--- config.mk ---
export PLATFORM = sky130hd
export DESIGN_NAME = segAccessCheck
export DESIGN_NICKNAME = d
export VERILOG_FILES = /design/src/rtl/segchk_pkg.sv /design/src/rtl/segchk_ctrl.sv /design/src/rtl/segchk_datapath.sv /design/src/rtl/segAccessCheck.sv
export SDC_FILE = /design/constraint.sdc
export NUM_CORES = 1
export LEC_CHECK = 0
export BUFFER_PORTS_ARGS = -buffer_cell sky130_fd_sc_hd__clkbuf_2
export CAP_MARGIN = 10
export CORE_MARGIN = 8
export CORE_UTILIZATION = 50
export DETAILED_ROUTE_END_ITERATION = 16
export PLACE_DENSITY = 0.88
export SLEW_MARGIN = 5
export SYNTH_ARGS = -nofsm -noshare
export SYNTH_HDL_FRONTEND = slang
export SYNTH_HIERARCHICAL = 1
export SYNTH_SLANG_ARGS = --single-unit
--- constraint.sdc ---
create_clock -name clk -period 14 [get_ports clk]
set_input_delay 4.2 -clock clk [delete_from_list [all_inputs] [get_ports clk]]
set_output_delay 4.2 -clock clk [all_outputs]
set_load 0.02 [all_outputs]
--- src/rtl/segchk_pkg.sv ---
package segchk_pkg;

  typedef enum logic {ST_IDLE, ST_FETCH} segState_t;

  typedef struct packed {
    logic latchReq;     // capture request, begin fetch
    logic finishEarly;  // complete without fetch (failure)
    logic finishFetch;  // complete with fetched word
  } segStrobe_t;

  localparam logic [31:0] WIDE_MASK   = 32'h00F0_FF00;
  localparam logic [15:0] NARROW_MASK = 16'hFF00;

  // System/gate descriptor types that may be inspected
  function automatic logic sysTypeOk(input logic [3:0] t);
    case (t)
      4'd1, 4'd2, 4'd3, 4'd4, 4'd5, 4'd9, 4'd11, 4'd12: sysTypeOk = 1'b1;
      default:                                          sysTypeOk = 1'b0;
    endcase
  endfunction

endpackage

--- src/rtl/segchk_ctrl.sv ---
module segchk_ctrl
  import segchk_pkg::*;
(
  input  logic       clk,
  input  logic       rstN,
  input  logic       start,
  input  logic       earlyPass,
  input  logic       memValid,
  output segStrobe_t strobe,
  output logic       memReq,
  output logic       done
);

  segState_t state, stateNext;

  always_comb begin
    strobe    = '0;
    stateNext = state;
    case (state)
      ST_IDLE: begin
        if (start) begin
          if (earlyPass) begin
            strobe.latchReq = 1'b1;
            stateNext       = ST_FETCH;
          end else begin
            strobe.finishEarly = 1'b1;
          end
        end
      end
      ST_FETCH: begin
        if (memValid) begin
          strobe.finishFetch = 1'b1;
          stateNext          = ST_IDLE;
        end
      end
      default: stateNext = ST_IDLE;
    endcase
  end

  always_ff @(posedge clk) begin
    if (!rstN) begin
      state <= ST_IDLE;
      done  <= 1'b0;
    end else begin
      state <= stateNext;
      done  <= strobe.finishEarly | strobe.finishFetch;
    end
  end

  assign memReq = (state == ST_FETCH);


  req_hold_chk: assert property (@(posedge clk) disable iff (!rstN)
    memReq && !memValid |=> memReq);

  done_after_valid_chk: assert property (@(posedge clk) disable iff (!rstN)
    memReq && memValid |=> done && !memReq);

  no_done_in_fetch_chk: assert property (@(posedge clk) disable iff (!rstN)
    memReq |-> !done);

  start_ignored_chk: assert property (@(posedge clk) disable iff (!rstN)
    memReq && start && !memValid |=> !done);

endmodule

--- src/rtl/segchk_datapath.sv ---
module segchk_datapath
  import segchk_pkg::*;
#(
  parameter int ADDR_W = 32,
  parameter int SEL_W  = 16
) (
  input  logic              clk,
  input  logic              rstN,
  input  segStrobe_t        strobe,
  input  logic [SEL_W-1:0]  selector,
  input  logic [1:0]        cpl,
  input  logic              opSize32,
  input  logic              protMode,
  input  logic [ADDR_W-1:0] gdtBase,
  input  logic [SEL_W-1:0]  gdtLimit,
  input  logic [ADDR_W-1:0] ldtBase,
  input  logic [SEL_W-1:0]  ldtLimit,
  input  logic [31:0]       memData,
  output logic              earlyPass,
  output logic [ADDR_W-1:0] memAddr,
  output logic              zf,
  output logic              badOp,
  output logic [31:0]       rights
);

  localparam int IDX_W = SEL_W - 3;

  // ---- early checks on live request inputs ----
  logic [IDX_W-1:0]  idx;
  logic              useLocal;
  logic [ADDR_W-1:0] tblBase;
  logic [SEL_W-1:0]  tblLimit;
  logic [SEL_W-1:0]  lastByte;
  logic              isNull;
  logic              inLimit;
  logic [ADDR_W-1:0] fetchAddr;

  assign idx       = selector[SEL_W-1:3];
  assign useLocal  = selector[2];
  assign tblBase   = useLocal ? ldtBase  : gdtBase;
  assign tblLimit  = useLocal ? ldtLimit : gdtLimit;
  assign lastByte  = {idx, 3'b111};
  assign isNull    = (selector[SEL_W-1:2] == '0);
  assign inLimit   = (lastByte <= tblLimit);
  assign earlyPass = protMode && !isNull && inLimit;
  assign fetchAddr = tblBase + {{(ADDR_W-SEL_W){1'b0}}, idx, 3'b100};

  // ---- captured request ----
  logic [1:0] rplQ, cplQ;
  logic       op32Q;

  always_ff @(posedge clk) begin
    if (!rstN) begin
      memAddr <= '0;
      rplQ    <= '0;
      cplQ    <= '0;
      op32Q   <= 1'b0;
    end else if (strobe.latchReq) begin
      memAddr <= fetchAddr;
      rplQ    <= selector[1:0];
      cplQ    <= cpl;
      op32Q   <= opSize32;
    end
  end

  // ---- descriptor evaluation ----
  logic       segClass, conforming, typeOk, privOk, pass;
  logic [3:0] descType;
  logic [1:0] descLvl, effLvl;
  logic [31:0] masked;

  assign segClass   = memData[12];
  assign descType   = memData[11:8];
  assign descLvl    = memData[14:13];
  assign conforming = segClass & descType[3] & descType[2];
  assign typeOk     = segClass | sysTypeOk(descType);
  assign effLvl     = (cplQ > rplQ) ? cplQ : rplQ;
  assign privOk     = conforming | (effLvl <= descLvl);
  assign pass       = typeOk & privOk;
  assign masked     = op32Q ? (memData & WIDE_MASK)
                            : {16'h0000, memData[15:0] & NARROW_MASK};

  always_ff @(posedge clk) begin
    if (!rstN) begin
      zf     <= 1'b0;
      badOp  <= 1'b0;
      rights <= '0;
    end else if (strobe.finishEarly) begin
      zf    <= 1'b0;
      badOp <= !protMode;
    end else if (strobe.finishFetch) begin
      badOp <= 1'b0;
      zf    <= pass;
      if (pass) rights <= masked;
    end
  end


  rights_mask_chk: assert property (@(posedge clk) disable iff (!rstN)
    (rights & ~WIDE_MASK) == 32'h0);

  flag_excl_chk: assert property (@(posedge clk) disable iff (!rstN)
    !(zf && badOp));

endmodule

--- src/rtl/segAccessCheck.sv ---
module segAccessCheck
  import segchk_pkg::*;
#(
  parameter int ADDR_W = 32
) (
  input  logic              clk,
  input  logic              rstN,
  input  logic              start,
  input  logic [15:0]       selector,
  input  logic [1:0]        cpl,
  input  logic              opSize32,
  input  logic              protMode,
  input  logic [ADDR_W-1:0] gdtBase,
  input  logic [15:0]       gdtLimit,
  input  logic [ADDR_W-1:0] ldtBase,
  input  logic [15:0]       ldtLimit,
  output logic              memReq,
  output logic [ADDR_W-1:0] memAddr,
  input  logic              memValid,
  input  logic [31:0]       memData,
  output logic              done,
  output logic              zf,
  output logic              badOp,
  output logic [31:0]       rights
);

  segStrobe_t strobe;
  logic       earlyPass;

  segchk_ctrl ctrl_i (
    .clk       (clk),
    .rstN      (rstN),
    .start     (start),
    .earlyPass (earlyPass),
    .memValid  (memValid),
    .strobe    (strobe),
    .memReq    (memReq),
    .done      (done)
  );

  segchk_datapath #(.ADDR_W(ADDR_W), .SEL_W(16)) dp_i (
    .clk       (clk),
    .rstN      (rstN),
    .strobe    (strobe),
    .selector  (selector),
    .cpl       (cpl),
    .opSize32  (opSize32),
    .protMode  (protMode),
    .gdtBase   (gdtBase),
    .gdtLimit  (gdtLimit),
    .ldtBase   (ldtBase),
    .ldtLimit  (ldtLimit),
    .memData   (memData),
    .earlyPass (earlyPass),
    .memAddr   (memAddr),
    .zf        (zf),
    .badOp     (badOp),
    .rights    (rights)
  );


  fail_keeps_rights_chk: assert property (@(posedge clk) disable iff (!rstN)
    done && !zf |-> $stable(rights));

  addr_stable_chk: assert property (@(posedge clk) disable iff (!rstN)
    memReq && $past(memReq) |-> $stable(memAddr));

endmodule

==> flow_summary.toml <==
[timing]
drv_slew = 0
hold_viol = 0
finalCritPeriodShare = 0.6019
worst_hold_slack_ps = 462.3
rsz0062_at_grt = "false"
finClkSkew_ps = 6.836
setup_violations = 0
fin_crit_ps = 8426
slew_headroom = 0.2668
clock.fmax_mhz = 118.7
fin_setup_tns_ps = 0
worstMarginPinSlew_ps = 1095

[synth]
yosys_most_used_dff = "dfxtp_1"
ys_types = 70
synth_edf_count = 0
synth_seq_area_share = 0.2588
synth.ff_latch_count = 53
syn_area_sq_mm = 0.004100
postSynthCellCount = 469
ys_async_sr_fraction = 0
syn_avg_cell_area_sq_um = 8.742
yosysWarnings = 6

[drt]
vias = 4115
wire_per_inst_um = 16.97
vias_per_cell = 5.546
dr.pass1.iters = 4
drc = 0
drt.antenna.violating_nets = 0
drtIter0Drc = 135
drt-total-wl_mm = 12.59

[layout]
drive_above_1_share = 0.3438
fin_nets = 822
syn2layout_area_growth_pct = 22.95
num_antenna_cells = 0

[global_routing]
grt_pass1_wl_mm = 19.68
grt_max_degree = 65
overflow = 0
grt_pass1_vias = 4343
grtUsageTotal = 0.2077
antenna_found_initial = 0

[critical_path]
path_max_fanout = 64
endpoint_kind = "flip-flop"
r2r_slack_ps = 10870
critPathKind = "primary input to flip-flop"
worstPathRequired_ps = 14180
reg2regPathDepth = 13
worst_ep_arrival_time_ps = 8610
start_kind = "primary input"
reg2reg_to = "dp_i/rights[10]$_SDFFE_PN0P_"
reg2reg_from = "dp_i/cplQ[1]$_SDFFE_PN0P_"

[floorplan]
rows = 33
start_util = 0.5066
core_sq_mm = 0.008093
fp.dieW_um = 106.6
die-area_sq_mm = 0.01135
die_y_um = 106.6
ios = 220

[clocking]
clock_latency_ps = 290
postCtsHoldBufs = 0
cts_made_buffers = 5
cts.clk_slew.worst_paths_ps = 90
cts_buffer_depth = 2
cts_resized = 0
clock-sinks = 53
cts_setup_buffers = 0
root_buffer = "clkbuf_8"
cts_tree = "built"
htreeDepth = 2

[worst_hold_path]
worstHoldStart = "dp_i/memAddr[18]$_SDFFE_PN0P_"
worstHoldEndpoint = "dp_i/memAddr[18]$_SDFFE_PN0P_"
hold_path.class = "flip-flop to flip-flop"
hold_path_depth = 2

[place]
hpwl_mm = 10.51
io_buffers = 179
gp_congestion = 0.8578

[power_and_ir_drop]
intPower_uw = 260.2
p_clk_frac = 0.197
p_sw_uw = 144.1
p_comb_frac = 0.393
seqPwrFrac = 0.410
power_uw = 404.3
p_per_area_mw_per_mm2 = 80.19
ir_drop_mv = 0.03847
swShare = 0.3565
leakagePower_nw = 2.392

[status]
status = "complete, no violations"

[run]
drv_cap = 0
how the worst max path moves through the flow:
stage	startpoint	slack, ps	end
after floorplan	selector[2]	6000	dp_i/cplQ[0]$_SDFFE_PN0P_
after global placement	selector[2]	5550	dp_i/memAddr[27]$_SDFFE_PN0P_
after detailed placement	selector[2]	5300	dp_i/memAddr[29]$_SDFFE_PN0P_
after CTS	selector[2]	5620	dp_i/memAddr[29]$_SDFFE_PN0P_
after global routing	selector[2]	5210	dp_i/memAddr[27]$_SDFFE_PN0P_
final	selector[2]	5570	dp_i/memAddr[29]$_SDFFE_PN0P_
final cells by class:
cell class | instances | area, sq um
clock buffer | 5 | 68.82
clock inverter | 1 | 5.005
fill | 731 | 3052
inverter | 14 | 52.55
multi-input combinational | 383 | 2811
sequential | 53 | 1061
tap | 105 | 131.4
timing repair buffer | 181 | 910.9
critical path: stages:
cell      delay, ps
clkbuf_2         80
buf_4           630
mux2i_1         290
ha_1            280
a21o_1          190
a21o_1          180
a21oi_1         190
a22oi_1         120
a21oi_1         360
and3b_2         810
inv_1           330
nor2_1          490
nand2_1         120
nor2_1          120
nand2_1          60
o311ai_0        110
power by group through the flow:
stage               Sequential (mW)  Clock, mW  Combinational, mW
detailed placement            0.169          0              0.158
CTS                           0.166     0.0832              0.158
global route                  0.167     0.0884              0.173
finish                        0.166     0.0796              0.159
global placement              0.169          0              0.151
floorplan                     0.179          0              0.101
per-stage QoR:
| step | setup slack (ps) | cell area [sq um] | utilization | std cells |
|---|---|---|---|---|
| after global routing | 5213 | 5041 | 0.6229 | 742 |
| after global placement | 5549 | 4967 | 0.6138 | 736 |
| after floorplan | 5995 | 4172 | - | 488 |
| final | 5574 | 5041 | 0.6229 | 742 |
| after detailed placement | 5303 | 4967 | 0.6138 | 736 |
| after CTS | 5619 | 5041 | 0.6229 | 742 |
logic make-up after synthesis:
kind of cell	Yosys count	share of synthesized area
DFF	53	0.2588
buffers and inverters	52	0.07293
adders and majority gates	32	0.09948
xor gates and xnor gates	18	0.03845
muxes	65	0.1660
AOI/OAI and AO/OA	102	0.1874
and+or+nand+nor	146	0.1761
other	1	0.0009146
placed cells by master (no fill, tap or decap), types with 6 or more instances in the layout:
master / netlist / layout
mux2i_1: 50 / 50
nor3_1: 9 / 9
clkbuf_2: 0 / 179
nor2b_1: 8 / 8
conb_1: 1 / 20
nor2_1: 51 / 51
dfxtp_1: 53 / 53
inv_1: 13 / 13
mux2_2: 14 / 14
nand2b_1: 7 / 7
xnor2_1: 16 / 16
ha_1: 31 / 31
nand3_1: 11 / 11
a21oi_1: 29 / 29
o21ai_0: 14 / 14
nand4_1: 6 / 6
nand2_1: 31 / 31
synth_stat cells (all sizes together), types with 6 or more instances:
library cell / count / share of area
dfxtp: 53 / 0.26
mux2i: 51 / 0.13
nor2: 51 / 0.047
buf: 31 / 0.052
ha: 31 / 0.095
nand2: 31 / 0.028
a21oi: 29 / 0.035
o21ai: 16 / 0.020
xnor2: 16 / 0.034
inv: 14 / 0.013
mux2: 14 / 0.038
nand3: 11 / 0.013
nor3: 10 / 0.015
nor2b: 8 / 0.012
nand2b: 7 / 0.011
a21o: 6 / 0.011
clkbuf: 6 / 0.0055
nand4: 6 / 0.0092
sequential cells by signal, summed over array words and instances (netlist names):
signal         cells
ctrl_i/memReq      1
dp_i/rplQ          2
dp_i/memAddr      32
dp_i/cplQ          2
dp_i/rights       12
dp_i/badOp         1
dp_i/zf            1
ctrl_i/done        1
dp_i/op32Q         1
per-layer routing:
layer / part of all wire / GRT usage / vias up
li1: - / - / 2014
met1: 0.40 / 0.2257 / 1888
met2: 0.50 / 0.3887 / 198
met3: 0.081 / 0.04961 / 15
met4: 0.017 / 0.05930 / 0
met5: 0 / 0 / -
Note: power is estimated with default switching activity, not from simulation.
